===== src/rtl/scanBistPkg.sv =====
package scanBistPkg;

  // Strobes from the sequencer to the pattern/signature datapath.
  typedef struct packed {
    logic seed;      // reload LFSR seed, clear signature
    logic lfsrStep;  // advance the pattern source
    logic misrStep;  // fold chain outputs into the signature
    logic drive;     // present phase-shifted bits on the chain inputs
  } bistStrobe_t;

  typedef enum logic [1:0] {
    ST_IDLE  = 2'd0,
    ST_SHIFT = 2'd1,
    ST_CAPT  = 2'd2,
    ST_FIN   = 2'd3
  } bistState_t;

endpackage


===== src/rtl/scanBistCtrl.sv =====
module scanBistCtrl
  import scanBistPkg::*;
#(
  parameter int CHAIN_LEN = 200,
  parameter int CNT_W     = 16
) (
  input  logic             clk,
  input  logic             rstN,
  input  logic             start,
  input  logic [CNT_W-1:0] patCount,
  output bistStrobe_t      strobe,
  output logic             scanEn,
  output logic             done
);

  localparam int BIT_W = (CHAIN_LEN > 1) ? $clog2(CHAIN_LEN) : 1;
  localparam logic [BIT_W-1:0] LAST_BIT = BIT_W'(CHAIN_LEN - 1);

  bistState_t       state;
  logic [BIT_W-1:0] bitCnt;
  logic [CNT_W-1:0] patLeft;
  logic             loadOn;
  logic             unloadOn;
  logic             accept;

  assign accept = start && (state == ST_IDLE || state == ST_FIN);

  always_ff @(posedge clk or negedge rstN) begin
    if (!rstN) begin
      state    <= ST_IDLE;
      bitCnt   <= '0;
      patLeft  <= '0;
      loadOn   <= 1'b0;
      unloadOn <= 1'b0;
    end else begin
      case (state)
        ST_IDLE, ST_FIN: begin
          if (accept) begin
            bitCnt   <= '0;
            patLeft  <= patCount;
            unloadOn <= 1'b0;
            if (patCount == '0) begin
              loadOn <= 1'b0;
              state  <= ST_FIN;
            end else begin
              loadOn <= 1'b1;
              state  <= ST_SHIFT;
            end
          end
        end
        ST_SHIFT: begin
          if (bitCnt == LAST_BIT) begin
            bitCnt <= '0;
            if (loadOn) begin
              patLeft <= patLeft - 1'b1;
              state   <= ST_CAPT;
            end else begin
              state <= ST_FIN;
            end
          end else begin
            bitCnt <= bitCnt + 1'b1;
          end
        end
        ST_CAPT: begin
          unloadOn <= 1'b1;
          loadOn   <= (patLeft != '0);
          state    <= ST_SHIFT;
        end
        default: state <= ST_IDLE;
      endcase
    end
  end

  always_comb begin
    strobe.seed     = accept;
    strobe.lfsrStep = (state == ST_SHIFT) && loadOn;
    strobe.misrStep = (state == ST_SHIFT) && unloadOn;
    strobe.drive    = (state == ST_SHIFT) && loadOn;
  end

  assign scanEn = (state == ST_SHIFT);
  assign done   = (state == ST_FIN);

endmodule


===== src/rtl/scanBistPath.sv =====
module scanBistPath
  import scanBistPkg::*;
#(
  parameter int                    NUM_CHAINS = 25,
  parameter int                    LFSR_W     = 16,
  parameter logic [LFSR_W-1:0]     LFSR_TAPS  = 16'hB400,
  parameter logic [LFSR_W-1:0]     LFSR_SEED  = 16'hACE1,
  parameter logic [NUM_CHAINS-1:0] MISR_TAPS  = 25'h1200000
) (
  input  logic                  clk,
  input  logic                  rstN,
  input  bistStrobe_t           strobe,
  input  logic [NUM_CHAINS-1:0] chainOut,
  output logic [NUM_CHAINS-1:0] chainIn,
  output logic [NUM_CHAINS-1:0] signature
);

  logic [LFSR_W-1:0]     lfsr;
  logic [LFSR_W-1:0]     lfsrNext;
  logic [NUM_CHAINS-1:0] misr;
  logic [NUM_CHAINS-1:0] misrNext;
  logic [NUM_CHAINS-1:0] phased;

  assign lfsrNext = (lfsr >> 1) ^ (lfsr[0] ? LFSR_TAPS : '0);
  assign misrNext = (misr >> 1) ^ (misr[0] ? MISR_TAPS : '0) ^ chainOut;

  // Phase shifter: two LFSR taps per chain, spread so no two chains match.
  for (genvar c = 0; c < NUM_CHAINS; c++) begin : g_phase
    localparam int TAP_A = c % LFSR_W;
    localparam int TAP_B = (TAP_A + 1 + c / LFSR_W) % LFSR_W;
    assign phased[c] = lfsr[TAP_A] ^ lfsr[TAP_B];
  end

  always_ff @(posedge clk or negedge rstN) begin
    if (!rstN) begin
      lfsr <= LFSR_SEED;
      misr <= '0;
    end else if (strobe.seed) begin
      lfsr <= LFSR_SEED;
      misr <= '0;
    end else begin
      if (strobe.lfsrStep) lfsr <= lfsrNext;
      if (strobe.misrStep) misr <= misrNext;
    end
  end

  assign chainIn   = strobe.drive ? phased : '0;
  assign signature = misr;

endmodule


===== src/rtl/scanBistTop.sv =====
module scanBistTop
  import scanBistPkg::*;
#(
  parameter int                    CHAIN_LEN  = 200,
  parameter int                    NUM_CHAINS = 25,
  parameter int                    CNT_W      = 16,
  parameter int                    LFSR_W     = 16,
  parameter logic [LFSR_W-1:0]     LFSR_TAPS  = 16'hB400,
  parameter logic [LFSR_W-1:0]     LFSR_SEED  = 16'hACE1,
  parameter logic [NUM_CHAINS-1:0] MISR_TAPS  = 25'h1200000
) (
  input  logic                  clk,
  input  logic                  rstN,
  input  logic                  start,
  input  logic [CNT_W-1:0]      patCount,
  output logic                  scanEn,
  output logic [NUM_CHAINS-1:0] chainIn,
  input  logic [NUM_CHAINS-1:0] chainOut,
  output logic                  done,
  output logic [NUM_CHAINS-1:0] signature
);

  bistStrobe_t strobe;

  scanBistCtrl #(
    .CHAIN_LEN(CHAIN_LEN),
    .CNT_W    (CNT_W)
  ) u_ctrl (
    .clk     (clk),
    .rstN    (rstN),
    .start   (start),
    .patCount(patCount),
    .strobe  (strobe),
    .scanEn  (scanEn),
    .done    (done)
  );

  scanBistPath #(
    .NUM_CHAINS(NUM_CHAINS),
    .LFSR_W    (LFSR_W),
    .LFSR_TAPS (LFSR_TAPS),
    .LFSR_SEED (LFSR_SEED),
    .MISR_TAPS (MISR_TAPS)
  ) u_path (
    .clk      (clk),
    .rstN     (rstN),
    .strobe   (strobe),
    .chainOut (chainOut),
    .chainIn  (chainIn),
    .signature(signature)
  );

endmodule


===== config.mk =====
export PLATFORM = sky130hd
export DESIGN_NAME = scanBistTop
export DESIGN_NICKNAME = d
export VERILOG_FILES = /design/src/rtl/scanBistPkg.sv /design/src/rtl/scanBistCtrl.sv /design/src/rtl/scanBistPath.sv /design/src/rtl/scanBistTop.sv
export SDC_FILE = /design/constraint.sdc
export NUM_CORES = 1
export LEC_CHECK = 0
export BUFFER_PORTS_ARGS = -buffer_cell sky130_fd_sc_hd__buf_2
export CORE_MARGIN = 2
export CORE_UTILIZATION = 30
export CTS_CLUSTER_DIAMETER = 80
export DETAILED_ROUTE_END_ITERATION = 7
export HOLD_SLACK_MARGIN = 0.02
export RECOVER_POWER = 50
export SETUP_SLACK_MARGIN = 0.1
export SYNTH_ARGS = -nofsm -noshare
export SYNTH_HDL_FRONTEND = slang
export SYNTH_SLANG_ARGS = --single-unit

===== constraint.sdc =====
create_clock -name clk -period 5.5 [get_ports clk]
set_input_delay 1.1 -clock clk [delete_from_list [all_inputs] [get_ports clk]]
set_output_delay 1.1 -clock clk [all_outputs]
set_load 0.005 [all_outputs]

==> results_dict.tcl, run 1 <==
set metrics [dict create \
    path_class "in -> reg" \
    coreArea_sq_mm 0.0131 \
    antenna_cells 0 \
    tritoncts "built" \
    fillers 1329 \
    power.leakage_uw 0.00223 \
    grt_overflow 0 \
    die_w_um 119 \
    grt_pass1_vias 3450 \
    synth-edff-count 0 \
    p_sw_share_pct 42.7 \
    finalHoldViolations 0 \
    clock-root-buffer "clkbuf_16" \
    fin_worst_skew_ns 0.00468 \
    clock_sinks 69 \
    die-area_sq_mm 0.0142 \
    drt-total-wl_um 9790 \
    arrival_ns 3.29 \
    p_clk_share_pct 20.3 \
    r2r_start "u_ctrl.state[1]" \
    post_synth.cell_area_avg_sq_um 9.12 \
    cts_setup_buffers 0 \
    fin_nets 562 \
    multiInputGateArea_sq_mm 0.00206 \
    port-buffer-count 95 \
    grt_pass1_wl_um 16400 \
    fp-row-count 42 \
    status "finished clean" \
    worstHoldStart "u_path.lfsr[15]" \
    rr_endpoint "u_ctrl.patLeft[7]" \
    clock_latency_ns 0.34 \
    ctsHoldBuffers 0 \
    setup_viol 0 \
    rsz0062_at_grt "false" \
    utilization_pct 37.1 \
    critPathLaunchType "input pin" \
    r2r_slack_ns 2.73 \
    place_inst 678 \
    seq_area_sq_mm 0.00174 \
    peakVddDrop_v 0.000205 \
    crit_fanout 19 \
    rr_worst_depth 6 \
    dp_hpwl_um 6740 \
    gp_congestion 0.821 \
    grt_usage_pct 14.2 \
    worstMarginPinSlew_ns 1.16 \
    hold_path_depth 2 \
    ys_seq_area_share_pct 43.7 \
    required_ns 5.73 \
    hold_path_end "u_path.lfsr[15]" \
    period_share_pct 55.5 \
    synth_flop_cell "dfrtp_1" \
    syn_nets 485 \
    report.final.slew_viol_count 0 \
    fin_tns_setup_ns 0 \
    clk_pin_slew_ns 0.06 \
    syn_to_final_growth_pct 22.1 \
    p_sw_uw 1230 \
    die_y_um 119 \
    comb_power_share_pct 46.5 \
    synth_top_area_cell "dfrtp_1" \
    initialDrtViolationCount 197 \
    drc 0 \
    htreeDepth 3 \
    synth-seq-cells 69 \
    wire_per_inst_um 14.1 \
    post_cts_resized 0 \
    place_ws_ns 2.35 \
    initial_core_util_pct 30.4 \
    cts_buffer_depth 2 \
    synthTopCellsByArea "dfrtp_1 38%, xnor2_1 6.6%, a22o_1 5.5%" \
    ys_warn_count 0 \
    syn_area_sq_mm 0.00398 \
    slew_headroom_pct 22.5 \
    min_period_ns 3.05 \
    worst_slack_ns 2.45 \
    hold_path.class "reg -> reg" \
    synth_cells 436 \
    vias 3439 \
    synth_cell_types 55 \
    via_per_inst 4.96 \
    max_freq_ghz 0.327 \
    grt_start_max_net_pins 70 \
    ioPinCount 96 \
    synthArstFlopShare_pct 100 \
    cts_buffers 9 \
    drive_above_1_share_pct 24.1 \
    fin_total_pwr_uw 2870 \
    internal_power_uw 1650 \
    ant_nets 0 \
    antenna_found_initial 0 \
    p_seq_share_pct 33.2 \
    synth_top_area_share_pct 38.4 \
    maxCapViolCount 0 \
    stdcell_count 694 \
    endpoint_kind "register" \
    firstDrtPassIters 4 \
    power.density_mw_per_mm2 592 \
]
==> power by group through the flow <==
stage          combinational, uW  clock (uW)  sequential, uW
2_1_floorplan               1090           0             843
3_3_place_gp                1320           0             954
3_5_place_dp                1350           0             959
4_1_cts                     1350         600             954
5_1_grt                     1510         620             988
6_report                    1330         584             954
==> critical path, cell delays in order <==
cell      delay (ns)
clkbuf_1        0.51
and2_1          0.53
nor2_1          0.28
a21oi_4         0.42
o22ai_1         0.15
a311oi_1        0.28
==> flip-flops by register name, summed over array words and instances, names as in the netlist <==
| name | flops |
|---|---|
| u_path.signature | 25 |
| u_ctrl.patLeft | 16 |
| u_path.lfsr | 16 |
| u_ctrl.bitCnt | 8 |
| u_ctrl.state | 2 |
| u_ctrl.loadOn | 1 |
| u_ctrl.unloadOn | 1 |
==> logic make-up after synthesis <==
kind of cell | synth area share (%)
DFF | 43.7
and+or+nand+nor | 19.1
buffers and inverters | 4.56
xor gates and xnor gates | 11.9
muxes | 1.26
adders and majority gates | 1.57
AOI/OAI and AO/OA | 18.0
==> layer usage <==
layer	vias up	GRT usage, %	share of wire [%]
li1	1691	-	-
met5	-	0	0
met1	1648	17.6	45
met3	16	3.21	4.9
met2	84	23.6	48
met4	0	5.95	1.6
==> cell usage after synthesis (all sizes together), types with 7 or more instances <==
| library cell | count |
|---|---|
| clkbuf | 29 |
| xnor2 | 30 |
| inv | 11 |
| dfstp | 8 |
| nor3 | 11 |
| nor4 | 9 |
| nor2 | 47 |
| nand3 | 12 |
| dfrtp | 61 |
| a21oi | 16 |
| o21ai | 20 |
| o22ai | 8 |
| a22o | 26 |
| xor2 | 24 |
| and3 | 7 |
| nand2 | 53 |
==> final cells by class <==
| class | instances | share of cell area, % |
|---|---|---|
| Clock inverter | 7 | 1.52 |
| Tap cell | 176 | 4.54 |
| Clock buffer | 9 | 4.64 |
| Sequential cell | 69 | 35.8 |
| Inverter | 11 | 0.851 |
| Timing Repair Buffer | 99 | 10.2 |
| Multi-Input combinational cell | 323 | 42.5 |
==> stage by stage <==
stage / instance area, sq um / hold slack (ns)
after floorplan: 3980 / 0.478
after global placement: 4570 / 0.514
after detailed placement: 4570 / 0.520
after CTS: 4860 / 0.529
after global routing: 4850 / 0.565
final: 4850 / 0.522
==> how the worst max path moves through the flow <==
stage	from	to	slack, ns	cells past startpoint
global placement	start	u_ctrl.patLeft[9]	2.52	6
CTS	u_ctrl.state[1]	chainIn[7]	2.44	7
floorplan	start	u_ctrl.patLeft[6]	2.96	6
finish	start	u_ctrl.patLeft[7]	2.45	6
detailed placement	start	u_ctrl.patLeft[7]	2.35	6
global route	start	u_ctrl.patLeft[9]	2.23	6
==> cell usage in the layout, fill, tap and decap left out, types with 4 or more instances in the layout <==
cell / n
nor4_1: 9
o22ai_1: 8
mux2i_1: 5
xor2_1: 24
a21oi_1: 14
clkbuf_1: 8
buf_4: 4
xnor2_1: 30
clkbuf_16: 9
o211ai_1: 4
a22o_1: 25
nand3_1: 12
nor2_1: 47
nand2_1: 53
and3_1: 5
nor3_1: 10
dfrtp_1: 61
ha_1: 5
buf_2: 87
o21ai_0: 19
inv_1: 11
dfstp_2: 8
No activity file was read; power rests on OpenSTA's default activity.
==> run 2: changes to the inputs <==
Clock period 5.5 ns to 2.48 ns, I/O delays scaled along.
==> results_dict.tcl, run 2 (synthesis results as in run 1) <==
set metrics [dict create \
    grt_usage_pct 13.9 \
    maxCapViolCount 0 \
    stdcell_count 707 \
    ctsHoldBuffers 0 \
    wire_per_inst_um 13.8 \
    grt_overflow 0 \
    r2r_slack_ns 0.27 \
    htreeDepth 3 \
    max_freq_ghz 0.453 \
    fin_worst_skew_ns 0.00997 \
    cp-startpoint "u_ctrl.bitCnt[1]" \
    ant_nets 0 \
    grt_pass1_vias 3350 \
    cts_buffers 9 \
    drive_above_1_share_pct 26.2 \
    crit_fanout 11 \
    drt-total-wl_um 9750 \
    die_y_um 119 \
    r2r_start "u_ctrl.bitCnt[1]" \
    antenna_found_initial 0 \
    final_common_cell "buf_2" \
    hold_path.class "in -> async" \
    report.final.slew_viol_count 0 \
    fin_tns_setup_ns 0 \
    gp_congestion 0.845 \
    clock_sinks 69 \
    syn_to_final_growth_pct 24.8 \
    arrival_ns 2.43 \
    grt_start_max_net_pins 49 \
    min_period_ns 2.21 \
    largest_reg_flops 25 \
    die-area_sq_mm 0.0142 \
    utilization_pct 37.9 \
    layout.cells.most_common_list "88 x buf_2, 61 x dfrtp_1, 53 x nand2_1" \
    period_share_pct 89.1 \
    finalHoldViolations 0 \
    fin_total_pwr_uw 6580 \
    dp_hpwl_um 7080 \
    setup_viol 0 \
    power.leakage_uw 0.00229 \
    fin_nets 575 \
    tritoncts "built" \
    status "finished clean" \
    slew_headroom_pct 16.0 \
    drc 0 \
    vias 3514 \
    rsz0062_at_grt "false" \
    clk_pin_slew_ns 0.06 \
    firstDrtPassIters 4 \
    coreArea_sq_mm 0.0131 \
    initialDrtViolationCount 212 \
    endpoint_kind "register" \
    peakVddDrop_v 0.000530 \
    post_cts_resized 0 \
    cts_setup_buffers 0 \
    die_w_um 119 \
    place_inst 691 \
    path_class "reg -> reg" \
    critPathLaunchType "register" \
    fp-row-count 42 \
    power.density_mw_per_mm2 1330 \
    via_per_inst 4.97 \
    worstMarginPinSlew_ns 1.26 \
    fillers 1317 \
    cts_buffer_depth 2 \
    rr_worst_depth 6 \
    port-buffer-count 95 \
    grt_pass1_wl_um 16300 \
    ioPinCount 96 \
    clock_latency_ns 0.33 \
    required_ns 2.70 \
    initial_core_util_pct 30.4 \
    rr_endpoint "u_ctrl.patLeft[7]" \
    clock-root-buffer "clkbuf_16" \
    antenna_cells 0 \
]
[run 2: cell types whose count changed in the layout (fill, tap and decap cells not counted), sizes merged]
cell,delta
buf,+13
clkinv,-3
clkinvlp,+2
clkbuf,+1
[run 2: stage by stage]
step	hold WS [ns]	setup WS, ns	cell area [sq um]
global placement	0.502	0.321	4680
global route	0.463	0.123	4960
detailed placement	0.520	0.289	4680
CTS	0.173	0.263	4980
finish	0.422	0.270	4960
floorplan	0.200	0.416	3980
[run 2: worst max-delay path by stage]
stage	endpoint	slack (ns)
floorplan	u_ctrl.patLeft[6]	0.42
global placement	u_path.signature[9]	0.32
detailed placement	u_path.signature[4]	0.29
CTS	u_ctrl.patLeft[2]	0.26
global route	u_ctrl.patLeft[2]	0.12
finish	u_ctrl.patLeft[7]	0.27
[run 2: routing by layer]
layer	part of all wire [%]	global-route usage [%]	vias up
met5	0	0	-
met4	0.75	3.57	0
met3	3.7	2.44	7
met2	49	23.9	80
met1	47	18.2	1708
li1	-	-	1719
[run 2: layout make-up]
type	instances	area [sq um]	area share [%]
Multi-Input combinational cell	323	2060	41.5
Sequential cell	69	1740	35.0
Timing Repair Buffer	112	594	12.0
Clock buffer	10	239	4.81
Tap cell	176	220	4.44
Clock inverter	6	70.1	1.41
Inverter	11	41.3	0.832
[run 2: report_power, final]
group	total [uW]	internal, uW	switching, uW	leakage (uW)
logic	3160	1450	1710	0.00128
clock network	1320	813	506	0.000142
registers	2110	1580	529	0.000873
total	6580	3840	2740	0.00229
[run 2: worst max-delay path, stage by stage (launching register included)]
cell and delay, ns:
dfrtp_1 0.38, ha_1 0.21, nand4b_1 0.18, or4b_4 0.57
a21oi_4 0.34, o22ai_1 0.14, a311oi_1 0.27
==> run 3: changes to the inputs <==
Settings changed: ABC_AREA from default to 1.
==> results_dict.tcl, run 3 <==
set metrics [dict create \
    status "finished clean" \
    synthTopCellsByArea "dfrtp_1 38%, nand2_1 11%, o21ai_0 7.4%" \
    grt_usage_pct 14.7 \
    syn_area_sq_mm 0.00406 \
    synth_compound_area_share_pct 16.3 \
    die_w_um 120 \
    crit_fanout 12 \
    setup_viol 0 \
    largest_reg_flops 25 \
    critPathLaunchType "register" \
    drt-total-wl_um 10400 \
    post_synth.cell_area_avg_sq_um 7.59 \
    firstDrtPassIters 4 \
    slew_headroom_pct 6.14 \
    r2r_slack_ns 0.35 \
    report.final.slew_viol_count 0 \
    clock_sinks 69 \
    tritoncts "built" \
    clock_latency_ns 0.34 \
    fin_nets 680 \
    power.leakage_uw 0.00241 \
    synth_top_family_by_area "simple AND/OR/NAND/NOR gates" \
    synth_flop_cell "dfrtp_1" \
    ant_nets 0 \
    antenna_found_initial 0 \
    synth-edff-count 0 \
    yosys.area_share.simple_pct 25.7 \
    wire_per_inst_um 12.8 \
    grt_pass1_wl_um 17100 \
    min_period_ns 2.21 \
    max_freq_ghz 0.452 \
    r2r_start "u_ctrl.state[1]" \
    die_y_um 120 \
    utilization_pct 37.7 \
    cts_setup_buffers 0 \
    synth_cell_types 36 \
    syn_to_final_growth_pct 23.0 \
    hold_path_depth 3 \
    grt_start_max_net_pins 45 \
    grt_pass1_vias 3666 \
    worstHoldStart "chainOut[20]" \
    coreArea_sq_mm 0.0132 \
    layout.cells.most_common_list "117 x nand2_1, 83 x buf_2, 61 x dfrtp_1" \
    grt_overflow 0 \
    muxShareOfSynthArea_pct 0 \
    antenna_cells 0 \
    ys_seq_area_share_pct 42.7 \
    drive_above_1_share_pct 21.7 \
    clock-root-buffer "clkbuf_16" \
    synth_top_area_cell "dfrtp_1" \
    ioPinCount 96 \
    arrival_ns 1.71 \
    vias 3827 \
    ys_warn_count 0 \
    peakVddDrop_v 0.000355 \
    worstMarginPinSlew_ns 1.41 \
    hold_path_end "u_path.signature[20]" \
    rr_endpoint "u_ctrl.patLeft[7]" \
    final_common_cell "nand2_1" \
    power.density_mw_per_mm2 702 \
    syn_nets 584 \
    initial_core_util_pct 30.7 \
    cts_buffers 9 \
    rsz0062_at_grt "false" \
    drc 0 \
    maxCapViolCount 0 \
    initialDrtViolationCount 153 \
    rr_worst_depth 10 \
    finalHoldViolations 0 \
    fin_worst_skew_ns 0.00722 \
    fin_tns_setup_ns 0 \
    path_class "reg -> out" \
    synth-seq-cells 69 \
    dp_hpwl_um 7310 \
    clk_pin_slew_ns 0.06 \
    yosysMostFrequentCell "nand2_1" \
    synth_cells 535 \
    hold_path.class "in -> reg" \
    synthAdderAreaFrac_pct 1.54 \
    fp-row-count 42 \
    endpoint_kind "output pin" \
    port-buffer-count 95 \
    synth_top_area_share_pct 37.6 \
    synthArstFlopShare_pct 100 \
    gp_congestion 0.890 \
    fillers 1445 \
    via_per_inst 4.71 \
    required_ns 1.98 \
    period_share_pct 89.1 \
    cts_buffer_depth 2 \
    die-area_sq_mm 0.0145 \
    synth_common_cells "117 x nand2_1, 61 x dfrtp_1, 60 x o21ai_0" \
    htreeDepth 3 \
    synth_xor_area_share_pct 5.82 \
]
-- run 3: cell count changes after synthesis, moves of 8 or more --
cell and delta:
clkbuf_1 -25, nand2_1 +64, xor2_1 -23, nor4_1 -9, clkinv_1 +8, a22o_1 -25
a21oi_1 +19, inv_1 +28, nand3_1 +34, o21ai_0 +41
-- run 3: routing by layer --
metal	track usage [%]	wire, um	up-vias
li1	-	-	1958
met1	18.7	4910	1776
met2	24.2	4920	82
met3	3.40	427	11
met4	5.60	144	0
met5	0	0	-
-- run 3: kinds of logic after synthesis --
| group | after synthesis |
|---|---|
| AO/OA/AOI/OAI | 122 |
| XOR/XNOR | 27 |
| adder cells (fa/ha/maj) | 5 |
| buffers and inverters | 71 |
| flip-flops | 69 |
| AND/OR/NAND/NOR | 241 |
-- run 3: worst max-delay path by stage --
stage | cells after the start | endpoint | slack [ns] | start
global placement | 7 | chainIn[10] | 0.42 | u_ctrl.state[1]
finish | 7 | chainIn[12] | 0.27 | u_ctrl.state[1]
detailed placement | 7 | chainIn[6] | 0.32 | u_ctrl.state[1]
CTS | 7 | chainIn[6] | 0.15 | u_ctrl.state[1]
floorplan | 8 | chainIn[9] | 0.60 | u_ctrl.state[1]
global route | 7 | chainIn[23] | 0.13 | u_ctrl.state[1]
-- run 3: layout make-up --
type	instances	area (sq um)	share of cell area (%)
clock buffer	10	239	4.78
clock inverter	6	70.1	1.40
inverter	54	209	4.18
multi-input combinational	395	2010	40.2
sequential	69	1740	34.8
tap	176	220	4.41
timing repair buffer	100	498	9.96
timing repair inverter	2	15.0	0.300
-- run 3: critical path, cell delays in order, from the launching register on --
cell and delay, ns:
dfrtp_1 0.40, inv_1 0.09, ha_1 0.21, nand2_4 0.13, clkinvlp_4 0.19, o21ai_0 0.11
a21oi_1 0.13, buf_2 0.13
-- run 3: metrics by stage --
step	hold WS, ns	instance area (sq um)	worst slack, ns	total power, uW	std cells
final	0.447	5000	0.269	3510	812
after global routing	0.461	5000	0.130	3700	812
after CTS	0.191	5000	0.146	3590	810
after detailed placement	0.502	4690	0.319	2220	794
after global placement	0.496	4690	0.418	2190	794
after floorplan	0.200	4060	0.603	1850	535
-- run 3: report_power, final --
group / total, uW / internal, uW / switching [uW] / leakage [uW]
combinational: 610 / 345 / 265 / 0.00144
sequential: 1560 / 1340 / 221 / 0.000812
clock: 1340 / 815 / 525 / 0.000153
total: 3510 / 2500 / 1010 / 0.00241
-- run 3: repair_timing --
action	CTS	global route
hold buffers	0	0
endpoints found under the setup margin	25	25
gates cloned	0	2
gates resized for setup	1	3
